`src/rtl/cfg_load_pkg.sv`:
```
`timescale 1ns/1ps
package cfg_load_pkg;

  typedef enum logic [3:0] {
    ST_IDLE,
    ST_RESET,
    ST_SETTLE,
    ST_HOUSE,
    ST_GAP,
    ST_STREAM,
    ST_DRAIN,
    ST_VERIFY,
    ST_TAIL
  } cfg_state_e;

  typedef enum logic [1:0] {
    ERR_RESET_FAIL  = 2'd0,
    ERR_NOT_DONE    = 2'd1,
    ERR_UNSUPPORTED = 2'd2,
    ERR_BAD_CLOCK   = 2'd3
  } cfg_err_e;

  function automatic int max2(input int a, input int b);
    return (a > b) ? a : b;
  endfunction

endpackage

```
`src/rtl/cfg_sync2.sv`:
```
`timescale 1ns/1ps
module cfg_sync2 (
  input  logic clk,
  input  logic rst_n,
  input  logic d_async,
  output logic q_sync
);
  logic meta;

  always_ff @(posedge clk) begin
    if (!rst_n) begin
      meta   <= 1'b0;
      q_sync <= 1'b0;
    end else begin
      meta   <= d_async;
      q_sync <= meta;
    end
  end
endmodule

```
`src/rtl/cfg_spi_byte.sv`:
```
`timescale 1ns/1ps
// Mode-0 byte serialiser: sck idles low, data moves on the falling edge.
module cfg_spi_byte #(
  parameter int DIV_W = 8
) (
  input  logic             clk,
  input  logic             rst_n,
  input  logic             load,
  input  logic [7:0]       din,
  input  logic [DIV_W-1:0] div,
  output logic             busy,
  output logic             sck,
  output logic             mosi
);
  logic [DIV_W-1:0] half_cnt;
  logic [2:0]       bit_idx;
  logic [7:0]       shreg;

  always_ff @(posedge clk) begin
    if (!rst_n) begin
      busy     <= 1'b0;
      sck      <= 1'b0;
      half_cnt <= '0;
      bit_idx  <= '0;
      shreg    <= '0;
    end else if (load && !busy) begin
      busy     <= 1'b1;
      sck      <= 1'b0;
      half_cnt <= '0;
      bit_idx  <= '0;
      shreg    <= din;
    end else if (busy) begin
      if (half_cnt == div - DIV_W'(1)) begin
        half_cnt <= '0;
        sck      <= ~sck;
        if (sck) begin
          if (bit_idx == 3'd7) begin
            busy <= 1'b0;
          end else begin
            bit_idx <= bit_idx + 3'd1;
            shreg   <= {shreg[6:0], 1'b0};
          end
        end
      end else begin
        half_cnt <= half_cnt + DIV_W'(1);
      end
    end
  end

  assign mosi = shreg[7];
endmodule

```
`src/rtl/fpga_cfg_loader.sv`:
```
`timescale 1ns/1ps
module fpga_cfg_loader
  import cfg_load_pkg::*;
#(
  parameter int CLK_HZ     = 200_000_000,
  parameter int SCK_MIN_HZ = 1_000_000,
  parameter int SCK_MAX_HZ = 25_000_000,
  parameter int RST_CYC    = CLK_HZ / 1_000_000,
  parameter int HK_CYC     = (CLK_HZ / 1_000_000) * 1200,
  parameter int SETTLE_CYC = 4,
  parameter int GAP_CYC    = 4,
  parameter int TAIL_BITS  = 49,
  parameter int DIV_W      = 8
) (
  input  logic             clk,
  input  logic             rst_n,
  input  logic             start,
  input  logic             partial,
  input  logic [DIV_W-1:0] clk_div,
  input  logic             s_valid,
  input  logic [7:0]       s_data,
  input  logic             s_last,
  output logic             s_ready,
  output logic             cfg_rst_n,
  output logic             cfg_cs_n,
  output logic             cfg_sck,
  output logic             cfg_mosi,
  input  logic             cfg_done_in,
  output logic             busy,
  output logic             done_pulse,
  output logic             err_flag,
  output logic [1:0]       err_code
);
  localparam int DIV_LO     = (CLK_HZ + 2 * SCK_MAX_HZ - 1) / (2 * SCK_MAX_HZ);
  localparam int DIV_HI     = CLK_HZ / (2 * SCK_MIN_HZ);
  localparam int TAIL_BYTES = (TAIL_BITS + 7) / 8;
  localparam int CNT_MAX    = max2(max2(RST_CYC, HK_CYC), max2(SETTLE_CYC, GAP_CYC));
  localparam int CNT_W      = $clog2(CNT_MAX + 1);
  localparam int TL_W       = $clog2(TAIL_BYTES + 1);
  localparam logic [DIV_W-1:0] DIV_LO_V = DIV_W'(DIV_LO);
  localparam logic [DIV_W-1:0] DIV_HI_V = DIV_W'(DIV_HI);

  cfg_state_e       state;
  cfg_err_e         err_q;
  logic [CNT_W-1:0] cnt;
  logic [TL_W-1:0]  tail_cnt;
  logic [DIV_W-1:0] div_q;
  logic             done_s;
  logic             sh_busy;
  logic             sh_load;
  logic [7:0]       sh_din;
  logic             take;
  logic             div_bad;

  cfg_sync2 u_sync (
    .clk     (clk),
    .rst_n   (rst_n),
    .d_async (cfg_done_in),
    .q_sync  (done_s)
  );

  cfg_spi_byte #(.DIV_W(DIV_W)) u_shift (
    .clk   (clk),
    .rst_n (rst_n),
    .load  (sh_load),
    .din   (sh_din),
    .div   (div_q),
    .busy  (sh_busy),
    .sck   (cfg_sck),
    .mosi  (cfg_mosi)
  );

  assign div_bad = (clk_div < DIV_LO_V) || (clk_div > DIV_HI_V);
  assign s_ready = (state == ST_STREAM) && !sh_busy;
  assign take    = s_valid && s_ready;
  assign sh_load = take ||
                   ((state == ST_TAIL) && !sh_busy && (tail_cnt != TL_W'(TAIL_BYTES)));
  assign sh_din  = (state == ST_TAIL) ? 8'h00 : s_data;

  always_comb begin
    cfg_rst_n = (state != ST_RESET);
    case (state)
      ST_RESET, ST_SETTLE, ST_HOUSE, ST_STREAM,
      ST_DRAIN, ST_VERIFY, ST_TAIL: cfg_cs_n = 1'b0;
      default:                      cfg_cs_n = 1'b1;
    endcase
  end

  assign busy     = (state != ST_IDLE);
  assign err_code = err_q;

  always_ff @(posedge clk) begin
    if (!rst_n) begin
      state      <= ST_IDLE;
      err_q      <= ERR_RESET_FAIL;
      err_flag   <= 1'b0;
      done_pulse <= 1'b0;
      cnt        <= '0;
      tail_cnt   <= '0;
      div_q      <= DIV_LO_V;
    end else begin
      done_pulse <= 1'b0;
      case (state)
        ST_IDLE: begin
          if (start) begin
            err_flag <= 1'b0;
            err_q    <= ERR_RESET_FAIL;
            if (partial) begin
              err_flag <= 1'b1;
              err_q    <= ERR_UNSUPPORTED;
            end else if (div_bad) begin
              err_flag <= 1'b1;
              err_q    <= ERR_BAD_CLOCK;
            end else begin
              state <= ST_RESET;
              cnt   <= '0;
              div_q <= clk_div;
            end
          end
        end
        ST_RESET: begin
          if (cnt == CNT_W'(RST_CYC - 1)) begin
            state <= ST_SETTLE;
            cnt   <= '0;
          end else begin
            cnt <= cnt + CNT_W'(1);
          end
        end
        ST_SETTLE: begin
          if (cnt == CNT_W'(SETTLE_CYC - 1)) begin
            cnt <= '0;
            if (done_s) begin
              state    <= ST_IDLE;
              err_flag <= 1'b1;
              err_q    <= ERR_RESET_FAIL;
            end else begin
              state <= ST_HOUSE;
            end
          end else begin
            cnt <= cnt + CNT_W'(1);
          end
        end
        ST_HOUSE: begin
          if (cnt == CNT_W'(HK_CYC - 1)) begin
            state <= ST_GAP;
            cnt   <= '0;
          end else begin
            cnt <= cnt + CNT_W'(1);
          end
        end
        ST_GAP: begin
          if (cnt == CNT_W'(GAP_CYC - 1)) begin
            state <= ST_STREAM;
            cnt   <= '0;
          end else begin
            cnt <= cnt + CNT_W'(1);
          end
        end
        ST_STREAM: begin
          if (take && s_last) state <= ST_DRAIN;
        end
        ST_DRAIN: begin
          if (!sh_busy) begin
            state <= ST_VERIFY;
            cnt   <= '0;
          end
        end
        ST_VERIFY: begin
          if (cnt == CNT_W'(SETTLE_CYC - 1)) begin
            cnt <= '0;
            if (done_s) begin
              state    <= ST_TAIL;
              tail_cnt <= '0;
            end else begin
              state    <= ST_IDLE;
              err_flag <= 1'b1;
              err_q    <= ERR_NOT_DONE;
            end
          end else begin
            cnt <= cnt + CNT_W'(1);
          end
        end
        ST_TAIL: begin
          if (!sh_busy) begin
            if (tail_cnt == TL_W'(TAIL_BYTES)) begin
              state      <= ST_IDLE;
              done_pulse <= 1'b1;
            end else begin
              tail_cnt <= tail_cnt + TL_W'(1);
            end
          end
        end
        default: state <= ST_IDLE;
      endcase
    end
  end
endmodule

```
`config.mk`:
```
export PLATFORM = sky130hd
export DESIGN_NAME = fpga_cfg_loader
export DESIGN_NICKNAME = d
export VERILOG_FILES = /design/src/rtl/cfg_load_pkg.sv /design/src/rtl/cfg_sync2.sv /design/src/rtl/cfg_spi_byte.sv /design/src/rtl/fpga_cfg_loader.sv
export SDC_FILE = /design/constraint.sdc
export NUM_CORES = 1
export LEC_CHECK = 0
export ABC_AREA = 1
export BUFFER_PORTS_ARGS = -buffer_cell sky130_fd_sc_hd__buf_2
export CAP_MARGIN = 20
export CORE_UTILIZATION = 60
export CTS_BUF_LIST = sky130_fd_sc_hd__clkbuf_16
export DETAILED_ROUTE_END_ITERATION = 8
export PLACE_DENSITY = 0.8
export SLEW_MARGIN = 20
export SYNTH_ARGS = -nofsm -noshare
export SYNTH_HDL_FRONTEND = slang
export SYNTH_SLANG_ARGS = --single-unit
```
`constraint.sdc`:
```
create_clock -name clk -period 2 [get_ports clk]
set_input_delay 0.6 -clock clk [delete_from_list [all_inputs] [get_ports clk]]
set_output_delay 0.6 -clock clk [all_outputs]
set_load 0.01 [all_outputs]
```
# == Yosys cells after proc, flatten, opt, wreduce, memory -nomap -nowiden ==
# Index checks and enable logic that the tools add are counted.
# Widths: inputs -> output; s select.
# classes
n_addsub,5
reduce_logical,29
bitwise,6
magnitude_cmp,2
n_mux,58
eq_ne,33
# op_table
op,n
$mux 18,7
$pmux 18 s5,1
$mux 8,7
$mux 4,13
$pmux 4 s9,1
$ne 2x2->1 const B,12
$add 18x1->18 const B,1
$eq 18x18->1 const B,1
$eq 18x2->1 const B,1
$eq 18x8->1 const B,1
$eq 4x3->1 const B,4
$mux 2,8
$mux 1,14
$mux 3,4
$reduce_and 12->1,1
$reduce_and 4->1,3
$ne 2x1->1 const B,5
$reduce_and 5->1,2
$add 8x1->8 const B,1
$eq 4x2->1 const B,2
$eq 8x8->1,1
$gt 8x7->1 const B,1
$lt 8x3->1 const B,1
$reduce_bool 2->1,4
23 further kinds,37
# word_totals
output_inout_bits,10
elab_cells,147
inputBits,23
regBits,60

# == Logic depth before layout (Yosys ltp) ==
# logic_depth
ltp_word,7
mapped_depth,16
depth_no_buf,16

# == Hierarchy ==
# A second synthesis with hierarchy kept.
# hier_totals
hier_cells,642
area_unflattened_um2,3988.8
# modules_own_cells
mod,area_per_inst_um2,n_inst,cells_each
fpga_cfg_loader,2539.9,1,424
cfg_spi_byte,1393.8,1,212
cfg_sync2,55.1,1,6

# == Worst setup path after synthesis ==
# No wires, ideal clock.
# synth_path
path_type,register to output
start,register state[1]
end,output port cfg_cs_n
slack_ns,0.054
t_arrival_ns,1.346
n_path_buf,0
stages_incl_launch_ff,5
path_cell_list,dfxtp_1 inv_2 nand2_2 nor3_4 a2111oi_0
# synth_between
elab_chain_len,3
elab_cells_between_ends,9
cone_classes,eq/ne: 7; mux: 1; reduce/logical: 1
# synth_rtl
item,line,rtl
"start, declared",fpga_cfg_loader.sv:43,cfg_state_e state;
"start signal, assigned",fpga_cfg_loader.sv:94,state <= ST_IDLE;
"start signal, assigned",fpga_cfg_loader.sv:115,state <= ST_RESET;
"start signal, assigned",fpga_cfg_loader.sv:123,state <= ST_SETTLE;
"$eq 4x3->1, or another cell as far along",fpga_cfg_loader.sv:82,case (state)
$reduce_or 7->1 *,fpga_cfg_loader.sv:82,
$mux 1 *,fpga_cfg_loader.sv:82,
"end, declared",fpga_cfg_loader.sv:25,"output logic cfg_cs_n,"
# Mark *: on every way between the ends. The rest lies on a longest branch, timed or not.

# == Worst setup path in the final report ==
# layout_path
start,register state[0]
end,output port cfg_cs_n
# The elaborated chain is that of the path after synthesis.

==> impl_metrics.csv <==
group,metric,value,unit
floorplanning,dieWidth,80.8,um
pwr,power_density,1240,nW/um^2
worst_setup_path,path_delay_family,"flip-flops",
worst_setup_path,worstPathRequired,1400,ps
clock_tree,cts_buffer_depth,2,
pwr,p_int,3280,uW
drt,viasPerCell,5.59,
worst_setup_path,end_kind,"output pin",
floorplanning,coreArea,5960,sq um
place,postPlaceCellArea,4120,sq um
synthesis,synth_ff_type,"dfxtp_1",
final_layout,syn2layout_area_growth,25.0,%
global_route,grt_pass1_vias,3506,
pwr,clockPowerShare,22.6,%
floorplanning,rows,28,
worst_setup_path,path_buf_inv,3,
sta,skew,3.68,ps
min_path,hold_start,"u_sync.meta",
synthesis,syn_area,3720,sq um
final_layout,multi_input_area,2280,sq um
synthesis,synth_edf_count,0,
pwr,p_sw_share,43.3,%
clock_tree,clock-sinks,60,
floorplanning,die_h,80.8,um
drt,wl,9880,um
synthesis,avgSynthCellArea,6.53,sq um
worst_setup_path,crit_fanout,4,
place,gp_congestion,0.908,
synthesis,synth_nets,600,
worst_setup_path,startpoint_type,"flip-flop",
min_path,hold_path_class,"reg2reg",
synthesis,syn_inst,570,
job,maxCapViolCount,0,
place,place_hpwl,6780,um
min_path,hold_end,"u_sync.q_sync",
clock_tree,cts_max_level,3,
status,violations,"setup timing",
final_layout,stdcell_area,4650,sq um
sta,worstMarginPinSlew,383,ps
final_layout,fin_nets,670,
sta,setup_viol,2,
sta,period_needed,2060,ps
worst_setup_path,worst_path_largest_cell_delay,360,ps
worst_setup_path,worstSetupPathType,"reg2out",
sta,fin_crit_sh,103,%
worst_setup_path,cp.arrival,1460,ps
worst_setup_path,r2r_cells,10,
global_route,grt_pass1_wl,15600,um
floorplanning,ios,33,
final_layout,drive_gt1_share,25.7,%
drt,drcViolationCount,0,
pwr,ir_drop,0.00114,V
global_route,grt_max_degree,15,
drt,drt_iter0_drc,268,
worst_setup_path,r2r_end,"err_code[1]",
global_route,grt_antenna_before_repair,0,
sta,slew_headroom,74.3,%
status,run_status,"finished, violations left",
worst_setup_path,reg2reg_from,"state[3]",
sta,hold_viol,0,
floorplanning,dieArea,6520,sq um
clock_tree,clk_latency,330,ps
place,io_buffers,32,
min_path,hold_depth,2,
clock_tree,cts_tree,"yes",
global_route,grtUsageTotal,31.0,%
floorplanning,start_util,62.5,%
drt,dr.pass1.iters,5,
clock_tree,clk_pin_slew,50,ps
clock_tree,root_buffer,"clkbuf_16",
synthesis,synthArstFlopShare,0,%
pwr,seqPwrFrac,25.6,%
pwr,p_sw,2500,uW
synthesis,yosysUniqueCellTypes,43,
pwr,leakage,0.00205,uW
drt,vias,4027,
drt,ant_nets,0,
global_route,grt-ovfl-total,0,
synthesis,yosys_register_bits,60,
final_layout,antenna_cells,0,
clock_tree,cts_buffers,9,
final_layout,nFillCells,429,
sta,rsz0062_at_grt,"yes",
worst_setup_path,crit_chain,"inv_2, buf_6, nand2_4, nor3_4, a2111oi_4, buf_2",
synthesis,synth-seq-area-share,32.3,%
drt,wl_per_cell,13.7,um
final_layout,regArea,1220,sq um
sta,setup_ws,-60.8,ps
worst_setup_path,cpMaxStageDelayCell,"dfxtp_4",
sta,fmax,485,MHz
worst_setup_path,rrSetupSlack,60,ps
sta,finalMaxSlewViolations,0,
place,post-place-ws,16.3,ps
synthesis,yosysWarnings,0,
pwr,combPwrFrac,51.8,%
## timing repair
item                       CTS  global route
setup endpoints to repair    3            46
hold buffers                 0             0
gates resized for setup     21            49
pin swaps                    4            27
setup buffers                8             4
## power groups by stage
stage                     Sequential [uW]  Clock [uW]  Combinational, uW
final                                1480        1310               3000
after global routing                 1490        1380               3230
after CTS                            1470        1320               2680
after detailed placement             1470           0               2430
after global placement               1470           0               2380
after floorplan                      1460           0               1740
## layout by cell type, fill, tap and decap left out, types with 19 or more instances in the layout
cell	instances
dfxtp_1	53
o21ai_0	19
nand3_1	41
buf_2	32
nor2_1	66
nand4_1	22
buf_4	31
a21oi_1	28
nand2_1	123
inv_1	71
## logic make-up after synthesis
family	Yosys count	share of synthesized area, %
simple gates	319	40.2
compound gates	72	11.1
buf+inv	98	10.8
flops	60	32.3
xor+xnor	14	3.29
fa+ha+maj	7	2.35
## sequential cells by signal, indices dropped and copies added (netlist names)
signal	flops
done_pulse	1
u_shift.busy	1
div_q	8
u_shift.sck	1
state	4
u_sync.q_sync	1
u_shift.half_cnt	8
err_flag	1
u_sync.meta	1
cnt	18
tail_cnt	3
u_shift.bit_idx	3
u_shift.shreg	8
err_code	2
## cells in the mapped netlist, drive strengths merged (2+ instances only)
| master | instances | area share (%) |
|---|---|---|
| a21oi | 30 | 4.1 |
| a22oi | 6 | 1.2 |
| buf | 3 | 0.74 |
| clkbuf | 5 | 0.50 |
| clkinv | 2 | 0.37 |
| dfxtp | 60 | 32 |
| ha | 7 | 2.4 |
| inv | 88 | 9.1 |
| nand2 | 144 | 16 |
| nand3 | 46 | 6.9 |
| nand3b | 3 | 0.60 |
| nand4 | 22 | 3.7 |
| nor2 | 83 | 9.2 |
| nor3 | 16 | 2.9 |
| nor4 | 2 | 0.50 |
| o21ai | 29 | 4.3 |
| o31ai | 2 | 0.40 |
| or2 | 2 | 0.34 |
| xor2 | 14 | 3.3 |
## metal layers
metal / GRT usage [%] / part of all wire (%) / vias to the layer above
met1: 39.1 / 43 / 1849
met4: 17.1 / 3.2 / 0
met2: 50.2 / 48 / 162
met5: 0 / 0 / -
met3: 5.39 / 5.9 / 35
li1: - / - / 1981
## worst reg2reg max path, stage by stage, from the launching register on
cell and delay, ps:
dfxtp_2 320, buf_4 150, nor2_4 160, nand2_1 70, nor2_1 190, inv_1 130
o21ai_0 200, nand2_1 140, nor2_2 220, nand3_1 140, a21oi_1 150
## through the flow
step / total power, uW / TNS, ps / std cells / util (%) / hold slack, ps
after floorplan: 3200 / 0 / 570 / - / 390
after global placement: 3850 / 0 / 693 / 69.2 / 408
after detailed placement: 3900 / 0 / 693 / 69.2 / 420
after CTS: 5480 / -40.8 / 717 / 75.5 / 433
after global routing: 6100 / -714 / 720 / 78.1 / 451
final: 5790 / -107 / 720 / 78.1 / 433
## layout make-up
cell class / instances / area share (%)
Timing Repair Buffer: 67 / 9.60
Tap cell: 75 / 2.02
Inverter: 90 / 7.67
Multi-Input combinational cell: 412 / 49.1
Clock inverter: 7 / 0.592
Clock buffer: 9 / 4.84
Sequential cell: 60 / 26.2
## how the worst max path moves through the flow
stage                          start       end  slack (ps)  cells after the start
after floorplan             state[1]  cfg_cs_n          50                      4
after global placement    clk_div[0]    cnt[2]          60                     10
after detailed placement  clk_div[0]    cnt[4]          20                     10
after CTS                   state[3]  cfg_cs_n         -30                      7
after global routing        state[0]  cfg_cs_n        -110                      6
final                       state[0]  cfg_cs_n         -60                      6
(Power assumes the default switching activity.)
